`src/rtl/crc4mf_pkg.sv`:
```
package crc4mf_pkg;

    // CRC-4 multiframe geometry
    localparam int unsigned MF_FRAMES = 16;
    localparam int unsigned POS_W     = $clog2(MF_FRAMES);
    localparam int unsigned WORD_W    = 6;
    localparam logic [WORD_W-1:0] MF_WORD = 6'b001011;
    // frame number carried by the NFAS frame holding the last word bit
    localparam logic [POS_W-1:0] WORD_END_POS = POS_W'(11);

    typedef enum logic [1:0] {
        MF_HUNT    = 2'd0,
        MF_CONFIRM = 2'd1,
        MF_LOCKED  = 2'd2
    } mf_state_e;

    typedef struct packed {
        mf_state_e        st;
        logic [POS_W-1:0] pos;
        logic             noncrc;
    } mf_reg_t;

endpackage

```
`src/rtl/crc4_word_det.sv`:
```
module crc4_word_det #(
    parameter int unsigned     W   = 6,
    parameter logic [W-1:0]    PAT = 6'b001011
) (
    input  logic clk,
    input  logic rst_n,
    input  logic clr,
    input  logic shift_en,
    input  logic bit_in,
    output logic hit
);
    localparam int unsigned CW = $clog2(W);

    typedef struct packed {
        logic [W-2:0]  sr;
        logic [CW-1:0] fill;
    } det_reg_t;

    det_reg_t cur_q, nxt_d;
    logic [W-1:0] window;

    always_comb begin
        window = {cur_q.sr, bit_in};
        hit    = shift_en && (cur_q.fill == CW'(W-1)) && (window == PAT);
        nxt_d  = cur_q;
        if (clr) begin
            nxt_d = '0;
        end else if (shift_en) begin
            nxt_d.sr = window[W-2:0];
            if (cur_q.fill != CW'(W-1)) begin
                nxt_d.fill = cur_q.fill + CW'(1);
            end
        end
    end

    always_ff @(posedge clk or negedge rst_n) begin
        if (!rst_n) cur_q <= '0;
        else        cur_q <= nxt_d;
    end
endmodule

```
`src/rtl/crc4_iw_timer.sv`:
```
module crc4_iw_timer #(
    parameter int unsigned LIMIT = 3200
) (
    input  logic clk,
    input  logic rst_n,
    input  logic clr,
    input  logic cnt_en,
    output logic expired
);
    localparam int unsigned TW = $clog2(LIMIT + 1);

    logic [TW-1:0] cnt_q, cnt_d;

    always_comb begin
        expired = (cnt_q == TW'(LIMIT));
        cnt_d   = cnt_q;
        if (clr) begin
            cnt_d = '0;
        end else if (cnt_en && !expired) begin
            cnt_d = cnt_q + TW'(1);
        end
    end

    always_ff @(posedge clk or negedge rst_n) begin
        if (!rst_n) cnt_q <= '0;
        else        cnt_q <= cnt_d;
    end
endmodule

```
`src/rtl/crc4_mf_align.sv`:
```
module crc4_mf_align
    import crc4mf_pkg::*;
#(
    parameter int unsigned TIMEOUT_FRAMES = 3200
) (
    input  logic             clk,
    input  logic             rst_n,
    input  logic             bas_lock,
    input  logic             frm_stb,
    input  logic             frm_odd,
    input  logic             nfas_b1,
    input  logic             auto_iw_n,
    output logic             crc_sync_n,
    output logic [POS_W-1:0] crc_frm_num,
    output logic             rx_crc_en,
    output logic             tx_ebit_zero,
    output logic             far_noncrc
);
    localparam logic [POS_W-1:0] CHECK_POS = WORD_END_POS - POS_W'(1);

    mf_reg_t cur_q, nxt_d;
    logic    word_hit;
    logic    tmr_expired;
    logic    tmr_en;
    logic    nfas_shift;

    assign nfas_shift = frm_stb && frm_odd && bas_lock;
    assign tmr_en     = frm_stb && (cur_q.st != MF_LOCKED) && !cur_q.noncrc;

    crc4_word_det #(
        .W   (WORD_W),
        .PAT (MF_WORD)
    ) u_det (
        .clk      (clk),
        .rst_n    (rst_n),
        .clr      (!bas_lock),
        .shift_en (nfas_shift),
        .bit_in   (nfas_b1),
        .hit      (word_hit)
    );

    crc4_iw_timer #(
        .LIMIT (TIMEOUT_FRAMES)
    ) u_tmr (
        .clk     (clk),
        .rst_n   (rst_n),
        .clr     (!bas_lock),
        .cnt_en  (tmr_en),
        .expired (tmr_expired)
    );

    always_comb begin
        nxt_d = cur_q;
        if (!bas_lock) begin
            nxt_d = '0;
        end else begin
            if (frm_stb) begin
                case (cur_q.st)
                    MF_HUNT: begin
                        if (word_hit && !cur_q.noncrc) begin
                            nxt_d.st  = MF_CONFIRM;
                            nxt_d.pos = WORD_END_POS;
                        end
                    end
                    MF_CONFIRM: begin
                        nxt_d.pos = cur_q.pos + POS_W'(1);
                        if (cur_q.pos == CHECK_POS) begin
                            if (word_hit) begin
                                nxt_d.st = MF_LOCKED;
                            end else begin
                                nxt_d.st  = MF_HUNT;
                                nxt_d.pos = '0;
                            end
                        end
                    end
                    MF_LOCKED: begin
                        nxt_d.pos = cur_q.pos + POS_W'(1);
                    end
                    default: begin
                        nxt_d.st  = MF_HUNT;
                        nxt_d.pos = '0;
                    end
                endcase
            end
            if (!cur_q.noncrc && tmr_expired && !auto_iw_n &&
                (nxt_d.st != MF_LOCKED)) begin
                nxt_d.noncrc = 1'b1;
                nxt_d.st     = MF_HUNT;
                nxt_d.pos    = '0;
            end
        end
    end

    always_ff @(posedge clk or negedge rst_n) begin
        if (!rst_n) cur_q <= '0;
        else        cur_q <= nxt_d;
    end

    assign crc_sync_n   = (cur_q.st != MF_LOCKED);
    assign rx_crc_en    = (cur_q.st == MF_LOCKED);
    assign crc_frm_num  = cur_q.pos;
    assign tx_ebit_zero = cur_q.noncrc;
    assign far_noncrc   = cur_q.noncrc;
endmodule

```
`config.mk`:
```
export PLATFORM = sky130hd
export DESIGN_NAME = crc4_mf_align
export DESIGN_NICKNAME = d
export VERILOG_FILES = /design/src/rtl/crc4mf_pkg.sv /design/src/rtl/crc4_word_det.sv /design/src/rtl/crc4_iw_timer.sv /design/src/rtl/crc4_mf_align.sv
export SDC_FILE = /design/constraint.sdc
export NUM_CORES = 1
export LEC_CHECK = 0
export ABC_AREA = 1
export BUFFER_PORTS_ARGS = -buffer_cell sky130_fd_sc_hd__buf_2
export CORE_UTILIZATION = 45
export DETAILED_ROUTE_END_ITERATION = 10
export PLACE_DENSITY = 0.65
export SYNTH_ARGS = -nofsm -noshare
export SYNTH_HDL_FRONTEND = slang
export SYNTH_SLANG_ARGS = --single-unit
```
`constraint.sdc`:
```
create_clock -name clk -period 1.7 [get_ports clk]
set_clock_uncertainty 0.2 [all_clocks]
set_input_delay 0.34 -clock clk [delete_from_list [all_inputs] [get_ports clk]]
set_output_delay 0.34 -clock clk [all_outputs]
set_load 0.02 [all_outputs]
```
==> impl_metrics.py, run 1 <==
metrics = {
    "synth": {
        "ys_ff_latch": 27,
        "syn-cell-area_sq_um": 1830,
        "synthArstFlopShare_pct": 100,
        "yosysTopAreaCell": "dfrtp_1",
        "post-synth-top-count-cell": "nand2_1",
        "syn_nets": 247,
        "syn_area_per_cell_sq_um": 7.80,
        "netlist_top_cells_area": "dfrtp_1 (37%), nand2_1 (11%), nand3_1 (5.8%), nor2_1 (4.5%), ha_1 (4.1%)",
        "synth_top_cell_area_share_pct": 37.0,
        "synth_top_flop_cell": "dfrtp_1",
        "syn_inst": 234,
        "synth.top_cells.by_count": "nand2_1 (54), dfrtp_1 (27), nor2_1 (22)",
        "synth_seq_area_share_pct": 37.0,
        "ys.warnings.count": 0,
        "synth_edf_count": 0,
        "ys_types": 30,
    },
    "global_routing": {
        "antenna_found_initial": 0,
        "grt_first_pass_wirelength_um": 6300,
        "grt_pass1_vias": 1442,
        "grt_use_total_pct": 19.2,
        "grt_max_degree": 28,
        "grt_remaining_overflow": 0,
    },
    "layout": {
        "final_area_sq_um": 2220,
        "nets": 278,
        "final_util_pct": 58.9,
        "fin_cells": 312,
        "drive_above_1_share_pct": 38.3,
        "syn2layout_area_growth_pct": 21.7,
        "antenna_cells": 0,
    },
    "worst_setup_path": {
        "start_kind": "flip-flop",
        "required_ns": 1.16,
        "path_max_fanout": 4,
        "worstSetupPathType": "flip-flop to output pin",
        "cp.arrival_ns": 1.13,
        "end_kind": "output pin",
    },
    "placement": {
        "place_area_sq_um": 1980,
        "place_ws_ns": 0.0265,
        "io_buffers": 14,
        "dp_hpwl_um": 2590,
        "gp_routability_congestion": 0.849,
        "placed_cells": 299,
    },
    "clocking": {
        "h-tree-depth": 1,
        "clkTransAtPathRegs_ns": 0.10,
        "numCtsBuffers": 3,
        "insertion_delay_ns": 0.29,
        "clock_sinks": 27,
        "clock_path_buffers": 2,
        "cts_tree": "done",
        "root_buffer": "clkbuf_8",
    },
    "timing": {
        "fin_crit_ns": 1.67,
        "slew_headroom_pct": 59.0,
        "tns_ns": 0,
        "setup_ws_ns": 0.0315,
        "finalMaxSlewViolations": 0,
        "rsz0062_at_grt": "yes",
        "finalHoldViolCount": 0,
        "fin_crit_sh_pct": 98.1,
        "tightestPinTransition_ns": 0.615,
        "setup-violations-final": 0,
        "holdWs_ns": 0.110,
        "max_freq_ghz": 0.599,
    },
    "hold_path": {
        "min_path_type": "input port to flip-flop",
    },
    "routing": {
        "dr.pass1.iters": 4,
        "antenna_left": 0,
        "vias_per_cell": 4.99,
        "wl_um": 3830,
        "vias": 1556,
        "route.detailed.drc": 0,
        "drtIter0Drc": 44,
        "routedWlPerCell_um": 12.3,
    },
    "pwr": {
        "total_power_mw": 1.38,
        "p_int_mw": 0.963,
        "p_sw_mw": 0.412,
        "p_leak_nw": 1.03,
        "p_seq_share_pct": 50.3,
        "irDropWorstVdd_mv": 0.323,
        "power_frac_clock_pct": 28.3,
        "p_comb_share_pct": 21.4,
        "switching_share_pct": 30.0,
        "p_per_area_nw_per_um2": 619,
    },
    "job": {
        "drv_cap": 0,
    },
    "die": {
        "die_area_sq_um": 4320,
        "ios": 15,
        "die_w_um": 65.7,
        "die_h_um": 65.7,
        "rows": 22,
        "floorplan.initialDensity_pct": 48.4,
        "core_sq_um": 3770,
    },
    "status": {
        "status": "finished clean",
    },
}
==> power by group through the flow <==
stage	logic [mW]	registers (mW)	clock network, mW
floorplan	0.154	0.699	0
global placement	0.218	0.699	0
detailed placement	0.220	0.700	0
CTS	0.225	0.688	0.407
global route	0.323	0.694	0.427
finish	0.294	0.692	0.389
==> cell families (layout without fill, tap and decap cells) <==
logic type      after synthesis  count (layout)  share of synthesized area, %
fa+ha+maj                     6               6                          4.11
flops                        27              27                          37.0
buf+inv                      39              69                          11.0
compound gates               26              26                          9.25
xor+xnor                      8               8                          3.84
simple gates                128             128                          34.8
==> cells in the final DEF (no fill, tap or decap), drive strengths merged <==
cell type and instances:
clkinvlp 1, dfrtp 27, nand3 27, a21oi 10, xor2 7, dlygate4sd3 1
nor2 29, clkbuf 3, nand2 58, nor3 7, o22ai 1, ha 6
nand3b 1, nand4 6, o21ai 15, inv 28, xnor2 1, buf 36
==> layer usage <==
metal | track usage (%) | vias to the layer above | share of wire (%)
li1 | - | 808 | -
met1 | 24.4 | 718 | 49
met2 | 31.9 | 23 | 46
met3 | 3.13 | 7 | 2.6
met4 | 8.42 | 0 | 1.9
met5 | 0 | - | 0
==> worst max-delay path: stages, from the launching register on <==
cell and delay, ns:
dfrtp_1 0.41, inv_2 0.07, nor2_4 0.16, inv_2 0.07, buf_6 0.13
==> path summary, 6_finish.rpt <==
kind | depth (start not counted) | slack, ns | start | endpoint
min reg2reg | 2 | 0.33 | u_det.cur_q[5] | u_det.cur_q[6]
min in group asynchronous | 2 | 0.39 | rst_n | crc_frm_num[3]
max | 4 | 0.03 | cur_q[6] | crc_sync_n
max reg2reg | 9 | 0.07 | u_tmr.cnt_q[1] | cur_q[6]
min | 3 | 0.11 | nfas_b1 | u_det.cur_q[3]
max in group asynchronous | 2 | 0.46 | rst_n | u_det.cur_q[0]
==> registers in the layout, indices dropped and copies added (netlist names) <==
signal and count:
far_noncrc 1, u_det.cur_q 8, cur_q 2, u_tmr.cnt_q 12, crc_frm_num 4
==> what timing repair did <==
item                                   CTS  global route
cloned                                   0             1
gates resized for setup                  2            36
setup endpoints to repair                3            19
hold buffers                             1             0
setup buffers                            0             7
pin swaps                                0            15
endpoints found under the hold margin   27             0
==> area by class of cell <==
class                   instances  area, sq um
well taps                      48         60.1
clock inverters                 1         7.51
flip-flops and latches         27          678
repair buffers                 37          255
inverters                      28          115
clock buffers                   3         41.3
fillers                       324         1550
multi-input cells             168         1060
No activity file was read; power rests on OpenSTA's default activity.
==> run 2, diff against run 1 <==
- ABC_AREA: 1 -> unset
- PLACE_DENSITY: 0.65 -> 0.66
==> run 2 against run 1 <==
Against the previous run: the flow now finishes with violations (negative setup slack); via count is 0.84% higher; cell area is 8.2% higher; critical path type is now flip-flop to flip-flop; synthesized area is 9.6% lower; register-to-register slack worse by 0.39 ns; maximum frequency is 17% lower.
==> impl_metrics.py, run 2 <==
metrics = {
    "job": {
        "drv_cap": 0,
    },
    "synth": {
        "syn-cell-area_sq_um": 1650,
        "synth_top_cell_area_share_pct": 40.9,
        "syn_area_per_cell_sq_um": 9.43,
        "yosysTopAreaCell": "dfrtp_1",
        "synth_top_family_by_area": "simple AND/OR/NAND/NOR gates",
        "synth_seq_area_share_pct": 40.9,
        "synthAdderAreaFrac_pct": 4.55,
        "synth-xor-area-share_pct": 5.31,
        "ys.warnings.count": 0,
        "syn_nets": 188,
        "synth.top_cells.by_count": "dfrtp_1 (27), nand2_1 (21), nor2_1 (16)",
        "synth_edf_count": 0,
        "post-synth-top-count-cell": "dfrtp_1",
        "ys_types": 48,
        "netlist_top_cells_area": "dfrtp_1 (41%), nand2_1 (4.8%), ha_1 (4.5%), a21oi_1 (3.9%), nor2_1 (3.6%)",
        "ys_ff_latch": 27,
        "synthSimpleGateAreaFrac_pct": 33.6,
        "synth_compound_area_share_pct": 11.1,
        "syn_inst": 175,
        "synthArstFlopShare_pct": 100,
        "synth_top_flop_cell": "dfrtp_1",
        "muxShareOfSynthArea_pct": 0,
    },
    "placement": {
        "dp_hpwl_um": 3000,
        "io_buffers": 14,
        "placed_cells": 266,
        "place_ws_ns": -0.286,
        "gp_routability_congestion": 0.914,
    },
    "clocking": {
        "numCtsBuffers": 3,
        "clock_path_buffers": 2,
        "root_buffer": "clkbuf_4",
        "cts_tree": "done",
        "clkTransAtPathRegs_ns": 0.16,
        "insertion_delay_ns": 0.35,
        "clock_sinks": 27,
        "h-tree-depth": 1,
    },
    "timing": {
        "max_freq_ghz": 0.496,
        "setup-violations-final": 18,
        "tightestPinTransition_ns": 0.394,
        "holdWs_ns": 0.0373,
        "rsz0062_at_grt": "yes",
        "finalMaxSlewViolations": 0,
        "slew_headroom_pct": 73.4,
        "finalHoldViolCount": 0,
        "fin_crit_ns": 2.02,
        "fin_crit_sh_pct": 119,
        "setup_ws_ns": -0.316,
    },
    "layout": {
        "regMostFlops": "u_tmr.cnt_q",
        "largest_register_ffs": 12,
        "final_util_pct": 70.4,
        "nets": 253,
        "final_common_cell": "buf_4",
        "syn2layout_area_growth_pct": 45.6,
        "fin_cells": 285,
        "antenna_cells": 0,
        "layout_common_cells": "buf_4 (45), dfrtp_1 (25), nand2_1 (18)",
        "drive_above_1_share_pct": 50.2,
    },
    "global_routing": {
        "antenna_found_initial": 0,
        "grt_first_pass_wirelength_um": 7310,
        "grt_pass1_vias": 1596,
        "grt_remaining_overflow": 0,
        "grt_max_degree": 17,
        "grt_use_total_pct": 23.6,
    },
    "routing": {
        "drtIter0Drc": 93,
        "met3WireLength_um": 205,
        "vias_per_cell": 5.51,
        "top_layer_used": "met4",
        "met1_length_um": 2040,
        "met2WireLength_um": 2300,
        "wl_um": 4660,
        "antenna_left": 0,
        "dr.pass1.iters": 4,
        "routedWlPerCell_um": 16.3,
        "vias": 1569,
        "route.detailed.drc": 0,
    },
    "worst_setup_path": {
        "regToRegStartpoint": "u_det.cur_q[1]",
        "critical_path_buf_inv_count": 2,
        "worstSetupPathType": "flip-flop to flip-flop",
        "cp.arrival_ns": 2.12,
        "critPathSlowestCell": "dfrtp_1",
        "reg2reg_depth": 8,
        "worstPathCellList": "inv_1 -> ha_2 -> and4_4 -> buf_4 -> nand4_1 -> a211oi_2 -> or2_1 -> o21a_1",
        "cp.depth": 8,
        "critPathTopFamily": "simple AND/OR/NAND/NOR gates",
        "crit_start": "u_det.cur_q[1]",
        "end_kind": "flip-flop",
        "slowest_delay_ns": 0.41,
        "start_kind": "flip-flop",
        "required_ns": 1.80,
        "path_max_fanout": 3,
    },
    "die": {
        "floorplan.initialDensity_pct": 48.3,
        "die_w_um": 62.6,
        "rows": 21,
        "die_area_sq_um": 3910,
        "ios": 15,
        "die_h_um": 62.6,
        "core_sq_um": 3420,
    },
    "hold_path": {
        "min_path_cells": 3,
        "min_path_type": "input port to flip-flop",
        "hp-start": "nfas_b1",
    },
    "pwr": {
        "total_power_mw": 1.22,
        "p_leak_nw": 1.06,
        "p_per_area_nw_per_um2": 508,
        "irDropWorstVdd_mv": 0.396,
    },
    "status": {
        "status": "finished, violations left",
        "violations": "negative setup slack",
    },
}
## run 2: cell types whose count changed in the layout (fill, tap and decap cells not counted), sizes merged, moves of 4 or more
cell and change:
nand2 -37, nand3 -20, o21ai -10, nor2 -12
and2 +4, nor3 -5, inv -21, nor3b +4
buf +31
## run 2: where the power goes
| part | switching, mW | total [mW] | internal, mW |
|---|---|---|---|
| combinational | 0.120 | 0.243 | 0.123 |
| sequential | 0.0138 | 0.671 | 0.657 |
| clock | 0.215 | 0.306 | 0.0905 |
## run 2: timing repair
action	in CTS	in global routing
gates resized for setup	22	26
setup buffers	7	8
pin swaps	15	24
endpoints found under the setup margin	17	19
hold buffers	1	0
hold endpoints to repair	20	0
## run 2: layout make-up
| class | instances | area, sq um |
|---|---|---|
| multi-input combinational | 133 | 1090 |
| fill | 244 | 1010 |
| sequential | 27 | 678 |
| timing repair buffer | 68 | 520 |
| tap | 46 | 57.6 |
| inverter | 7 | 26.3 |
| clock buffer | 3 | 22.5 |
| clock inverter | 1 | 7.51 |
## run 2: per-stage QoR
stage,cell area (sq um),setup TNS (ns)
final,2400,-2.92
after global routing,2400,-4.66
after CTS,2230,-1.85
after detailed placement,2060,-1.79
after global placement,2060,-1.21
after floorplan,1680,-0.475
## run 2: logic make-up after synthesis
| family | count (synthesis) |
|---|---|
| AO/OA/AOI/OAI | 28 |
| XOR/XNOR | 10 |
| adder cells (fa/ha/maj) | 6 |
| buffers and inverters | 15 |
| flip-flops | 27 |
| AND/OR/NAND/NOR | 89 |
## run 2: worst paths after layout
kind	to	slack, ns
setup reg to reg	far_noncrc	-0.32
hold reg to reg	u_det.cur_q[7]	0.40
max in group asynchronous	crc_frm_num[3]	0.66
min in group asynchronous	u_tmr.cnt_q[6]	0.20
setup / recovery	far_noncrc	-0.32
hold / removal	u_det.cur_q[3]	0.04
## run 2: routing by layer
metal  up-vias  global-route usage [%]
met1       760                    30.7
met5         -                       0
met4         0                    8.43
met3        11                    1.82
met2        51                    41.0
li1        747                       -
## run 2: worst reg2reg max path, cell delays in order (launching register included)
cell and delay, ns:
dfrtp_1 0.41, inv_1 0.06, ha_2 0.18, and4_4 0.22, buf_4 0.12, nand4_1 0.13
a211oi_2 0.33, or2_1 0.20, o21a_1 0.12
==> run 3, diff against run 2 <==
- BUFFER_PORTS_ARGS: -buffer_cell sky130_fd_sc_hd__buf_2 -> unset
- CTS_CLUSTER_SIZE: unset -> 24
- DONT_BUFFER_PORTS: unset -> 1
- PLACE_DENSITY: 0.66 -> unset
- SKIP_LAST_GASP: unset -> 1
==> run 3 against run 2 <==
Against the previous run: the run still ends with negative setup slack left; routed wire length fell by 6.4%; setup slack improved by 0.048 ns; power is 3.0% lower; first-iteration DRC count shrank 30%; combinational power is 15% lower; sequential share of layout area up 1.2 points; flip-flop and latch count unchanged; non-clock buffer count fell by 16; clock power is essentially flat; global-route usage shrank 0.12 points; highest routed layer unchanged; core utilization fell by 2.8 points; register-to-register slack better by 0.05 ns.
==> impl_metrics.py, run 3 (synthesis gave the netlist of run 2 again) <==
metrics = {
    "layout": {
        "multi_input_area_sq_um": 1070,
        "final_common_cell": "buf_4",
        "final_area_sq_um": 2310,
        "regMostFlops": "u_tmr.cnt_q",
        "syn2layout_area_growth_pct": 39.8,
        "largest_register_ffs": 12,
        "layout_common_cells": "buf_4 (37), dfrtp_1 (24), nand2_1 (17)",
        "n_fill_cell": 250,
        "regArea_sq_um": 679,
        "drive_above_1_share_pct": 43.9,
        "antenna_cells": 0,
        "final_util_pct": 67.5,
        "nets": 237,
    },
    "placement": {
        "place_area_sq_um": 1960,
        "io_buffers": 0,
        "gp_routability_congestion": 0.948,
        "place_ws_ns": -0.282,
        "dp_hpwl_um": 2820,
    },
    "status": {
        "status": "finished, violations left",
        "violations": "negative setup slack",
    },
    "pwr": {
        "p_seq_share_pct": 56.6,
        "power_frac_clock_pct": 25.9,
        "p_sw_mw": 0.331,
        "p_leak_nw": 0.978,
        "switching_share_pct": 27.9,
        "p_per_area_nw_per_um2": 513,
        "p_int_mw": 0.853,
        "p_comb_share_pct": 17.5,
        "irDropWorstVdd_mv": 0.410,
    },
    "timing": {
        "fin_crit_ns": 1.97,
        "setup-violations-final": 17,
        "max_freq_ghz": 0.508,
        "finalHoldViolCount": 0,
        "rsz0062_at_grt": "yes",
        "fin_crit_sh_pct": 116,
        "setup_ws_ns": -0.268,
        "finalMaxSlewViolations": 0,
        "slew_headroom_pct": 78.0,
        "tightestPinTransition_ns": 0.326,
    },
    "worst_setup_path": {
        "start_kind": "flip-flop",
        "worstSetupPathType": "flip-flop to flip-flop",
        "reg2reg_depth": 7,
        "required_ns": 1.80,
        "end_kind": "flip-flop",
        "cp.arrival_ns": 2.07,
        "path_max_fanout": 3,
    },
    "routing": {
        "drtIter0Drc": 65,
        "route.detailed.drc": 0,
        "dr.pass1.iters": 4,
        "vias_per_cell": 5.49,
        "routedWlPerCell_um": 16.2,
        "antenna_left": 0,
        "vias": 1478,
        "wl_um": 4360,
    },
    "clocking": {
        "insertion_delay_ns": 0.35,
        "clock_path_buffers": 2,
        "cts_tree": "done",
        "clock_sinks": 27,
        "h-tree-depth": 1,
        "numCtsBuffers": 3,
        "root_buffer": "clkbuf_4",
        "clkTransAtPathRegs_ns": 0.16,
    },
    "hold_path": {
        "min_path_cells": 3,
        "min_path_type": "input port to flip-flop",
    },
    "die": {
        "die_area_sq_um": 3910,
        "die_h_um": 62.6,
        "die_w_um": 62.6,
        "floorplan.initialDensity_pct": 48.3,
        "rows": 21,
        "core_sq_um": 3420,
        "ios": 15,
    },
    "global_routing": {
        "grt_use_total_pct": 23.5,
        "grt_remaining_overflow": 0,
        "grt_pass1_vias": 1621,
        "antenna_found_initial": 0,
        "grt_max_degree": 28,
        "grt_first_pass_wirelength_um": 7280,
    },
    "job": {
        "drv_cap": 0,
    },
}
run 3: cell count changes in the layout (fill, tap and decap cells not counted), moves of 2 or more:
cell	delta
buf_2	-12
buf_4	-8
dlygate4sd3_1	+3
a21oi_1	+2
a21oi_2	-2
or3_1	+2
or3_4	-2
run 3: critical path, cell delays in order, from the launching register on:
cell and delay, ns:
dfrtp_1 0.42, inv_2 0.09, ha_4 0.13, nor4bb_2 0.20, nand4_1 0.23, a311oi_2 0.31, or2_1 0.21, o21a_1 0.14
run 3: layer usage:
layer	up-vias	share of wire, %	GRT usage [%]
li1	719	-	-
met1	721	45	29.1
met2	31	50	40.9
met3	7	3.4	3.47
met4	0	1.9	9.30
met5	-	0	0
run 3: cell type report:
type / instances / share of cell area, %
clock buffer: 4 / 1.14
inverter: 7 / 1.14
timing repair buffer: 52 / 19.5
sequential: 27 / 29.4
multi-input combinational: 133 / 46.3
tap: 46 / 2.49
run 3: stage by stage:
step	std cells	power, mW	hold WS (ns)	setup TNS [ns]
finish	269	1.18	0.0500	-1.83
global route	269	1.24	0.0498	-3.08
CTS	268	1.18	0.0457	-1.77
detailed placement	248	0.817	-0.155	-1.66
global placement	248	0.813	-0.155	-0.985
floorplan	175	0.768	-0.156	-0.475
run 3: final timing paths:
path                                start  slack [ns]         endpoint
max                        u_tmr.cnt_q[0]       -0.27       far_noncrc
max in group asynchronous           rst_n        0.92         cur_q[6]
max reg2reg                u_tmr.cnt_q[0]       -0.27       far_noncrc
min                              bas_lock        0.05   crc_frm_num[1]
min in group asynchronous           rst_n        0.20  u_tmr.cnt_q[10]
min reg2reg                u_det.cur_q[5]        0.39   u_det.cur_q[6]
run 3: what timing repair did:
item                                    4_1_cts  5_1_grt
gates resized for setup                      30       13
pin swaps                                    13       16
setup buffers                                12        3
hold buffers                                  5        0
endpoints found under the setup margin       17       20
hold endpoints to repair                     31        0
cloned                                        0        0
run 3: power groups by stage:
| stage | logic [mW] | registers (mW) | clock network [mW] |
|---|---|---|---|
| final | 0.207 | 0.670 | 0.307 |
| after global placement | 0.133 | 0.680 | 0 |
| after detailed placement | 0.135 | 0.681 | 0 |
| after floorplan | 0.0838 | 0.684 | 0 |
| after global routing | 0.231 | 0.672 | 0.337 |
| after CTS | 0.201 | 0.669 | 0.309 |
